File: src/rtl/evt_pattern_pkg.sv
package evt_pattern_pkg;

  typedef enum logic [1:0] {
    DET_NONE = 2'b00,
    DET_RISE = 2'b01,
    DET_FALL = 2'b10,
    DET_BOTH = 2'b11
  } det_mode_e;

  localparam logic [1:0]  ID_SCHEME = 2'd1;
  localparam logic [11:0] ID_FUNC   = 12'h4D0;
  localparam logic [2:0]  ID_MAJOR  = 3'd1;
  localparam logic [5:0]  ID_MINOR  = 6'd1;
  localparam logic [31:0] ID_WORD   = {ID_SCHEME, 2'b00, ID_FUNC, 5'd0, ID_MAJOR, 2'd0, ID_MINOR};

  // event decision from previous and current conditioned level
  function automatic logic edge_hit(det_mode_e m, logic prv, logic cur);
    logic rise, fall;
    rise = ~prv & cur;
    fall = prv & ~cur;
    case (m)
      DET_RISE: return rise;
      DET_FALL: return fall;
      DET_BOTH: return rise | fall;
      default:  return 1'b0;
    endcase
  endfunction

endpackage

File: src/rtl/evt_trigger.sv
module evt_trigger
  import evt_pattern_pkg::*;
#(
  parameter int NSRC        = 2,
  parameter int SELW        = 4,
  parameter int SYNC_STAGES = 2
) (
  input  logic            clk,
  input  logic            rst_n,
  input  logic [NSRC-1:0] tmr_raw,
  input  logic [SELW-1:0] src_sel,
  input  logic            invert,
  input  logic [1:0]      det,
  output logic            hit
);
  localparam int IDXW = (NSRC > 1) ? $clog2(NSRC) : 1;

  logic [NSRC-1:0] stg [SYNC_STAGES];
  logic            src_ok_w;
  logic            lvl_w;
  logic            cond_w;
  logic            prev_q;

  always_ff @(posedge clk or negedge rst_n) begin
    if (!rst_n) begin
      for (int k = 0; k < SYNC_STAGES; k++) stg[k] <= '0;
    end else begin
      stg[0] <= tmr_raw;
      for (int k = 1; k < SYNC_STAGES; k++) stg[k] <= stg[k-1];
    end
  end

  assign src_ok_w = (src_sel < SELW'(NSRC));
  assign lvl_w    = src_ok_w ? stg[SYNC_STAGES-1][src_sel[IDXW-1:0]] : 1'b0;
  assign cond_w   = lvl_w ^ invert;

  always_ff @(posedge clk or negedge rst_n) begin
    if (!rst_n) prev_q <= 1'b0;
    else        prev_q <= cond_w;
  end

  assign hit = src_ok_w & edge_hit(det_mode_e'(det), prev_q, cond_w);

endmodule

File: src/rtl/evt_ctrl_regs.sv
module evt_ctrl_regs #(
  parameter int NPINS = 4,
  parameter int SELW  = 4
) (
  input  logic             clk,
  input  logic             rst_n,
  input  logic             wr_en,
  input  logic [31:0]      wdata,
  input  logic             hit,
  input  logic [NPINS-1:0] pins,
  output logic             fire,
  output logic [SELW-1:0]  src_sel,
  output logic [1:0]       det,
  output logic             invert,
  output logic             mode_e,
  output logic [NPINS-1:0] mask_e,
  output logic [NPINS-1:0] pat_e,
  output logic             irq,
  output logic             dma,
  output logic [31:0]      ctrl_rd
);
  localparam int F_EN      = 0;
  localparam int F_SEL_LSB = 1;
  localparam int F_DET_LSB = F_SEL_LSB + SELW;
  localparam int F_MODE    = F_DET_LSB + 2;
  localparam int F_PAT_LSB = F_MODE + 1;
  localparam int F_MSK_LSB = F_PAT_LSB + NPINS;
  localparam int F_OVR     = F_MSK_LSB + NPINS;
  localparam int F_POL     = F_OVR + 1;
  localparam int F_ST_LSB  = F_POL + 1;

  logic             en_q, mode_q, pol_q, ovr_q, fresh_q, irq_q, dma_q;
  logic [SELW-1:0]  sel_q;
  logic [1:0]       det_q;
  logic [NPINS-1:0] pat_q, mask_q;
  logic             en_e, fresh_e, over_w;
  logic             unused_wbits;

  assign unused_wbits = ^wdata[31:F_POL+1];

  // a write in the event cycle is seen first
  assign en_e    = wr_en ? wdata[F_EN]   : en_q;
  assign mode_e  = wr_en ? wdata[F_MODE] : mode_q;
  assign pat_e   = wr_en ? wdata[F_PAT_LSB +: NPINS] : pat_q;
  assign mask_e  = wr_en ? wdata[F_MSK_LSB +: NPINS] : mask_q;
  assign fresh_e = fresh_q | wr_en;
  assign fire    = hit & en_e;
  assign over_w  = fire & ~fresh_e;

  always_ff @(posedge clk or negedge rst_n) begin
    if (!rst_n) begin
      en_q <= 1'b0; sel_q <= '0; det_q <= '0; mode_q <= 1'b0;
      pat_q <= '0; mask_q <= '0; pol_q <= 1'b0; ovr_q <= 1'b0;
      fresh_q <= 1'b0; irq_q <= 1'b0; dma_q <= 1'b0;
    end else begin
      if (wr_en) begin
        en_q   <= wdata[F_EN];
        sel_q  <= wdata[F_SEL_LSB +: SELW];
        det_q  <= wdata[F_DET_LSB +: 2];
        mode_q <= wdata[F_MODE];
        pat_q  <= wdata[F_PAT_LSB +: NPINS];
        mask_q <= wdata[F_MSK_LSB +: NPINS];
        pol_q  <= wdata[F_POL];
      end
      if (over_w)                       ovr_q <= 1'b1;
      else if (wr_en && !wdata[F_OVR])  ovr_q <= 1'b0;
      if (fire)       fresh_q <= 1'b0;
      else if (wr_en) fresh_q <= 1'b1;
      irq_q <= over_w;
      dma_q <= over_w;
    end
  end

  assign src_sel = sel_q;
  assign det     = det_q;
  assign invert  = pol_q;
  assign irq     = irq_q;
  assign dma     = dma_q;

  always_comb begin
    ctrl_rd = '0;
    ctrl_rd[F_EN]                = en_q;
    ctrl_rd[F_SEL_LSB +: SELW]   = sel_q;
    ctrl_rd[F_DET_LSB +: 2]      = det_q;
    ctrl_rd[F_MODE]              = mode_q;
    ctrl_rd[F_PAT_LSB +: NPINS]  = pat_q;
    ctrl_rd[F_MSK_LSB +: NPINS]  = mask_q;
    ctrl_rd[F_OVR]               = ovr_q;
    ctrl_rd[F_POL]               = pol_q;
    ctrl_rd[F_ST_LSB +: NPINS]   = pins;
  end


  irq_cause_chk: assert property (@(posedge clk) disable iff (!rst_n)
    irq_q |-> $past(fire));

  irq_flag_chk: assert property (@(posedge clk) disable iff (!rst_n)
    irq_q |-> ovr_q);

  ovr_clear_chk: assert property (@(posedge clk) disable iff (!rst_n)
    $fell(ovr_q) |-> ($past(wr_en) && !$past(wdata[F_OVR])));

  same_cycle_chk: assert property (@(posedge clk) disable iff (!rst_n)
    (wr_en && fire) |=> !irq_q);

  disabled_chk: assert property (@(posedge clk) disable iff (!rst_n)
    (!en_q && !wr_en) |-> !fire);

endmodule

File: src/rtl/evt_pin_driver.sv
module evt_pin_driver #(
  parameter int NPINS = 4
) (
  input  logic             clk,
  input  logic             rst_n,
  input  logic             fire,
  input  logic             toggle,
  input  logic [NPINS-1:0] mask,
  input  logic [NPINS-1:0] pat,
  output logic [NPINS-1:0] pins
);
  logic [NPINS-1:0] pins_q;
  logic [NPINS-1:0] nxt_w;

  function automatic logic [NPINS-1:0] next_pins(logic tgl, logic [NPINS-1:0] cur,
                                                 logic [NPINS-1:0] m, logic [NPINS-1:0] p);
    if (tgl) return cur ^ (m & p);
    return (cur & ~m) | (m & p);
  endfunction

  assign nxt_w = next_pins(toggle, pins_q, mask, pat);

  always_ff @(posedge clk or negedge rst_n) begin
    if (!rst_n)    pins_q <= '0;
    else if (fire) pins_q <= nxt_w;
  end

  assign pins = pins_q;


  masked_hold_chk: assert property (@(posedge clk) disable iff (!rst_n)
    fire |=> (((pins_q ^ $past(pins_q)) & ~$past(mask)) == '0));

  direct_set_chk: assert property (@(posedge clk) disable iff (!rst_n)
    (fire && !toggle) |=> (((pins_q ^ $past(pat)) & $past(mask)) == '0));

  idle_hold_chk: assert property (@(posedge clk) disable iff (!rst_n)
    !fire |=> $stable(pins_q));

endmodule

File: src/rtl/evt_pattern_out.sv
module evt_pattern_out
  import evt_pattern_pkg::*;
#(
  parameter int NPINS       = 4,
  parameter int NSRC        = 2,
  parameter int SELW        = 4,
  parameter int SYNC_STAGES = 2
) (
  input  logic             clk,
  input  logic             rst_n,
  input  logic [NSRC-1:0]  tmr_i,
  input  logic             reg_we_i,
  input  logic             reg_sel_i,
  input  logic [31:0]      reg_wdata_i,
  output logic [31:0]      reg_rdata_o,
  output logic [NPINS-1:0] pins_o,
  output logic             irq_o,
  output logic             dma_sync_o
);
  logic             ctrl_wr_w, hit_w, fire_w, invert_w, mode_w;
  logic [SELW-1:0]  src_sel_w;
  logic [1:0]       det_w;
  logic [NPINS-1:0] mask_w, pat_w, pins_w;
  logic [31:0]      ctrl_rd_w;

  assign ctrl_wr_w = reg_we_i & ~reg_sel_i;

  evt_trigger #(.NSRC(NSRC), .SELW(SELW), .SYNC_STAGES(SYNC_STAGES)) trig_i (
    .clk(clk), .rst_n(rst_n), .tmr_raw(tmr_i), .src_sel(src_sel_w),
    .invert(invert_w), .det(det_w), .hit(hit_w));

  evt_ctrl_regs #(.NPINS(NPINS), .SELW(SELW)) regs_i (
    .clk(clk), .rst_n(rst_n), .wr_en(ctrl_wr_w), .wdata(reg_wdata_i),
    .hit(hit_w), .pins(pins_w), .fire(fire_w), .src_sel(src_sel_w),
    .det(det_w), .invert(invert_w), .mode_e(mode_w), .mask_e(mask_w),
    .pat_e(pat_w), .irq(irq_o), .dma(dma_sync_o), .ctrl_rd(ctrl_rd_w));

  evt_pin_driver #(.NPINS(NPINS)) pins_i (
    .clk(clk), .rst_n(rst_n), .fire(fire_w), .toggle(mode_w),
    .mask(mask_w), .pat(pat_w), .pins(pins_w));

  assign pins_o      = pins_w;
  assign reg_rdata_o = reg_sel_i ? ID_WORD : ctrl_rd_w;

endmodule

File: config.mk
export PLATFORM = sky130hd
export DESIGN_NAME = evt_pattern_out
export DESIGN_NICKNAME = d
export VERILOG_FILES = /design/src/rtl/evt_pattern_pkg.sv /design/src/rtl/evt_trigger.sv /design/src/rtl/evt_ctrl_regs.sv /design/src/rtl/evt_pin_driver.sv /design/src/rtl/evt_pattern_out.sv
export SDC_FILE = /design/constraint.sdc
export NUM_CORES = 1
export LEC_CHECK = 0
export ABC_AREA = 1
export BUFFER_PORTS_ARGS = -buffer_cell sky130_fd_sc_hd__buf_2
export CORE_MARGIN = 3
export CORE_UTILIZATION = 46
export CTS_CLUSTER_DIAMETER = 150
export DETAILED_ROUTE_END_ITERATION = 8
export GPL_TIMING_DRIVEN = 0
export HOLD_SLACK_MARGIN = 0.03
export PLACE_DENSITY = 0.79
export SYNTH_ARGS = -nofsm -noshare
export SYNTH_HDL_FRONTEND = slang
export SYNTH_SLANG_ARGS = --single-unit
File: constraint.sdc
create_clock -name clk -period 2.5 [get_ports clk]
set_input_delay 0.25 -clock clk [delete_from_list [all_inputs] [get_ports clk]]
set_output_delay 0.25 -clock clk [all_outputs]
set_load 0.05 [all_outputs]
=== Yosys cells after proc, flatten, opt, wreduce, memory -nomap -nowiden ===
Index checks and enable logic that the tools add are counted.

* Register bits: 29
* Latch bits: 0
* RAM bits: 0
* ROM bits: 0
* Input bits: 38
* Output and inout bits: 38
* Logic and storage cells: 57
* Memories: 0

* $add $sub $neg: 0
* Multiply operators: 0
* Div/mod/pow operators: 0
* Order comparisons: 2
* Equal/unequal tests: 3
* Shift operators: 0
* Multiplexer cells: 16
* Bitwise logic cells: 18
* Reductions and logical operators: 4

{| class="wikitable"
|+ Operator list
! operator !! count
|-
| $mux 31 || 1
|-
| $mux 4 || 4
|-
| $mux 1 || 10
|-
| $and 4x4->4 || 2
|-
| $and 1x1->1 || 6
|-
| $eq 2x2->1 const B || 2
|-
| $lt 4x2->1 const B || 1
|-
| $not 1->1 || 4
|-
| $not 4->4 || 1
|-
| $or 4x4->4 || 1
|-
| $reduce_bool 2->1 || 2
|-
| $xor 4x4->4 || 1
|-
| $pmux 1 s3 || 1
|-
| $eq 2x1->1 const B || 1
|-
| $lt 1x2->1 const B || 1
|-
| $or 1x1->1 || 2
|-
| $logic_and 1x1->1 || 1
|-
| $logic_not 1->1 || 1
|-
| $xor 1x1->1 || 1
|}

=== Depth between registers and ports, before layout ===
* Depth after elaboration: 12
* Mapped depth: 13
* Depth with buffers taken out: 13

=== Cells and area by module ===
A second synthesis with hierarchy kept.

* Cell total of the unflattened synthesis: 246
* Area total of the unflattened synthesis: 1883.1 um^2

{| class="wikitable"
|+ By module, submodules not included
! module !! instances !! cells an instance !! area each (um^2) !! seq. area each (um^2)
|-
| evt_ctrl_regs || 1 || 109 || 1096.1 || 500.5
|-
| evt_pattern_out || 1 || 70 || 287.8 || 0.0
|-
| evt_trigger || 1 || 33 || 264.0 || 125.1
|-
| evt_pin_driver || 1 || 34 || 235.2 || 100.1
|}

=== Least setup slack after synthesis ===
Ideal clock, no wire load.

* Kind: register to register
* Start: register regs_i.sel_q[3] (netlist: regs_i.src_sel[3])
* End: register (tool-made name)
* Library setup time: 0.065 ns
* Arrival time: 1.681 ns
* Required time: 2.435 ns
* Path slack: 0.753 ns
* Cell stages (with the launch flop): 12
* Buffers on the path: 0
* Period minus slack after synthesis: 1.747 ns
* Cells stage by stage: dfrtp_1 -> nor2_1 -> nand3_1 -> xor2_1 -> ha_1 -> inv_1 -> nand2_1 -> nand3_2 -> nand3_1 -> nor2_1 -> o211ai_1 -> nand2_1

{| class="wikitable"
|+ RTL lines
! what !! line !! RTL
|-
| from (decl) || evt_ctrl_regs.sv:33 || <nowiki>logic [SELW-1:0] sel_q;</nowiki>
|-
| from (signal assigned) || evt_ctrl_regs.sv:58 || <nowiki>sel_q <= wdata[F_SEL_LSB +: SELW];</nowiki>
|}

==> flow_metrics.tcl <==
set metrics [dict create \
    yosys_warnings 0 \
    dieArea_mm2 0.00414 \
    crit_chain "nor2_1 -> nand3_1 -> xor2_1 -> ha_1 -> inv_1 -> nand2_1 -> nand3_2 -> nand3_1 -> nor2_1 -> o211ai_1 -> nand2_1" \
    period_share_pct 81.4 \
    hold-path-endpoint "regs_i.det[0]$_DFFE_PN0P_" \
    grt_pass1_wl_mm 5.42 \
    dpl_worst_slack_ns 0.476 \
    cts.path.max_buffers 2 \
    synthCells 201 \
    layout_common_cells "buf_2, nand2_1, inv_1" \
    clk_pin_slew_ns 0.08 \
    setup_violations 0 \
    critical_path_class "reg2reg" \
    p_per_area_mw_per_mm2 719 \
    ios 76 \
    holdWs_ns 0.122 \
    layout_min_cycle_time_ns 2.03 \
    start_util_pct 49.7 \
    die_h_um 64.4 \
    yosys-top-cells-area "dfrtp_1, nand2_1, buf_4, inv_1, nor2_1" \
    first_iter_violations 43 \
    worst_slack_ns 0.465 \
    clock_latency_ns 0.33 \
    grt_pass1_vias 1215 \
    rsz0062_at_grt "no" \
    syn-cell-area_mm2 0.00157 \
    placed_area_mm2 0.00192 \
    root_buffer "clkbuf_4" \
    min_delay_path_depth 3 \
    hold_class "in2reg" \
    antenna_found_initial 0 \
    skew_ns 0.00765 \
    first_pass_iters 4 \
    slowest_delay_ns 0.39 \
    crit_arrival_ns 2.30 \
    h-tree-depth 2 \
    hp-start "reg_wdata_i[5]" \
    cp_top_family "simple AND/OR/NAND/NOR gates" \
    drt-total-wl_mm 3.31 \
    route.detailed.drc 0 \
    design_area_mm2 0.00200 \
    drive_gt1_share_pct 32.8 \
    place_congestion 0.755 \
    core-area_mm2 0.00315 \
    path_buf_inv 1 \
    ys_seq_elements 29 \
    fin_nets 311 \
    critPathMaxFanout 10 \
    synth-seq-area-share_pct 46.3 \
    clock_sinks 29 \
    reg2reg_slack_ns 0.47 \
    grtUsageTotal_pct 17.4 \
    comb_power_share_pct 40.6 \
    synth_top_area_share_pct 46.3 \
    grt_max_degree 30 \
    power.share.sequential_pct 39.9 \
    status "finished clean" \
    clock.fmax_ghz 0.491 \
    hold_viol 0 \
    netlist.top_cell.by_area "dfrtp_1" \
    die_x_um 64.4 \
    slowest_stage "dfrtp_1" \
    drv_slew 0 \
    areaGrowthSynthToFinish_pct 27.7 \
    leakage_nw 1.16 \
    setup.worst_path.start_class "register" \
    final_common_cell "buf_2" \
    antenna_cells 0 \
    worstRegToRegCells 11 \
    crit_cells 11 \
    final.setup.tns_ns 0 \
    r2r-start "regs_i.src_sel[3]$_DFFE_PN0P_" \
    hpwlAfterDp_mm 2.53 \
    via_count 1395 \
    cts_tree "yes" \
    via_per_inst 4.43 \
    post-route-util_pct 63.5 \
    portBuffers 55 \
    avgRoutedWirePerCell_um 10.5 \
    row_count 20 \
    p_clk_share_pct 19.5 \
    overflow 0 \
    worst_slew_pin_slew_ns 0.618 \
    avgSynthCellArea_um2 7.80 \
    cts_inserted_buffers 5 \
    internal_power_mw 0.829 \
    vdd.ir_drop.worst_v 0.000410 \
    required_ns 2.76 \
    swShare_pct 42.4 \
    relSlewSlack_pct 58.8 \
    antenna_left 0 \
    ys_types 23 \
    crit_path_end_kind "register" \
    power_switching_mw 0.610 \
    postCtsSetupRepairBufs 0 \
    maxCapViolCount 0 \
]
[per-layer routing]
| metal | global-route usage, % | part of all wire [%] | up-vias |
|---|---|---|---|
| met1 | 21.5 | 43 | 606 |
| met4 | 7.12 | 1.7 | 0 |
| li1 | - | - | 738 |
| met3 | 5.62 | 7.0 | 7 |
| met2 | 28.0 | 48 | 44 |
| met5 | 0 | 0 | - |
[worst reg2reg max path: stages, from the launching register on]
cell and delay (ns):
dfrtp_1 0.39, nor2_1 0.17, nand3_1 0.11, xor2_1 0.22, ha_1 0.27, inv_1 0.06, nand2_1 0.05, nand3_2 0.17
nand3_1 0.21, nor2_1 0.15, o211ai_1 0.09, nand2_1 0.07
[per-stage QoR]
step                power, mW  cells
floorplan                1.04    206
global placement         1.16    305
detailed placement       1.17    305
CTS                      1.46    315
global route             1.54    315
finish                   1.44    315
[layout make-up]
type | instances | area, um^2
Fill cell | 293 | 1150
Buffer | 20 | 143
Clock buffer | 7 | 55.1
Timing Repair Buffer | 58 | 305
Sequential cell | 29 | 726
Tap cell | 44 | 55.1
Multi-Input combinational cell | 123 | 588
Inverter | 34 | 130
[synthesized netlist by cell type]
cell type / number
nand2_4: 1
inv_2: 2
nand2_2: 3
inv_1: 31
o21ai_4: 1
ha_1: 2
nor2_4: 1
nand3_1: 10
a21oi_1: 1
nand4_1: 8
xor2_1: 1
buf_4: 16
o21ai_0: 9
nor2_1: 26
dfrtp_1: 29
nand3_2: 1
buf_6: 1
conb_1: 1
or2_2: 1
o211ai_1: 4
nand2_1: 48
inv_4: 1
clkbuf_1: 3
[worst max-delay path by stage]
stage                     endpoint  slack [ns]                          start
after global placement    register        0.51  regs_i.src_sel[3]$_DFFE_PN0P_
final                     register        0.47  regs_i.src_sel[3]$_DFFE_PN0P_
after CTS                 register        0.45  regs_i.src_sel[3]$_DFFE_PN0P_
after detailed placement  register        0.48  regs_i.src_sel[0]$_DFFE_PN0P_
after global routing      register        0.22  regs_i.src_sel[0]$_DFFE_PN0P_
after floorplan           register        0.75  regs_i.src_sel[3]$_DFFE_PN0P_
[power by group through the flow]
stage	clock (mW)	sequential (mW)	combinational [mW]
floorplan	0	0.575	0.461
global placement	0	0.582	0.578
detailed placement	0	0.584	0.583
CTS	0.294	0.574	0.589
global route	0.323	0.583	0.634
finish	0.281	0.574	0.585
[timing repair]
| action | in CTS | in global routing |
|---|---|---|
| gates resized for setup | 0 | 0 |
| hold buffers | 3 | 0 |
| hold endpoints to repair | 31 | 0 |
[cells by family after synthesis]
logic type                 after synthesis  share of synthesized area [%]
AOI/OAI and AO/OA                       15                           6.15
xor gates and xnor gates                 1                          0.559
adders and majority gates                2                           1.60
buffers and inverters                   54                           17.4
DFF                                     29                           46.3
other                                    1                          0.239
and+or+nand+nor                         99                           27.8
Note: power is estimated with default switching activity, not from simulation.
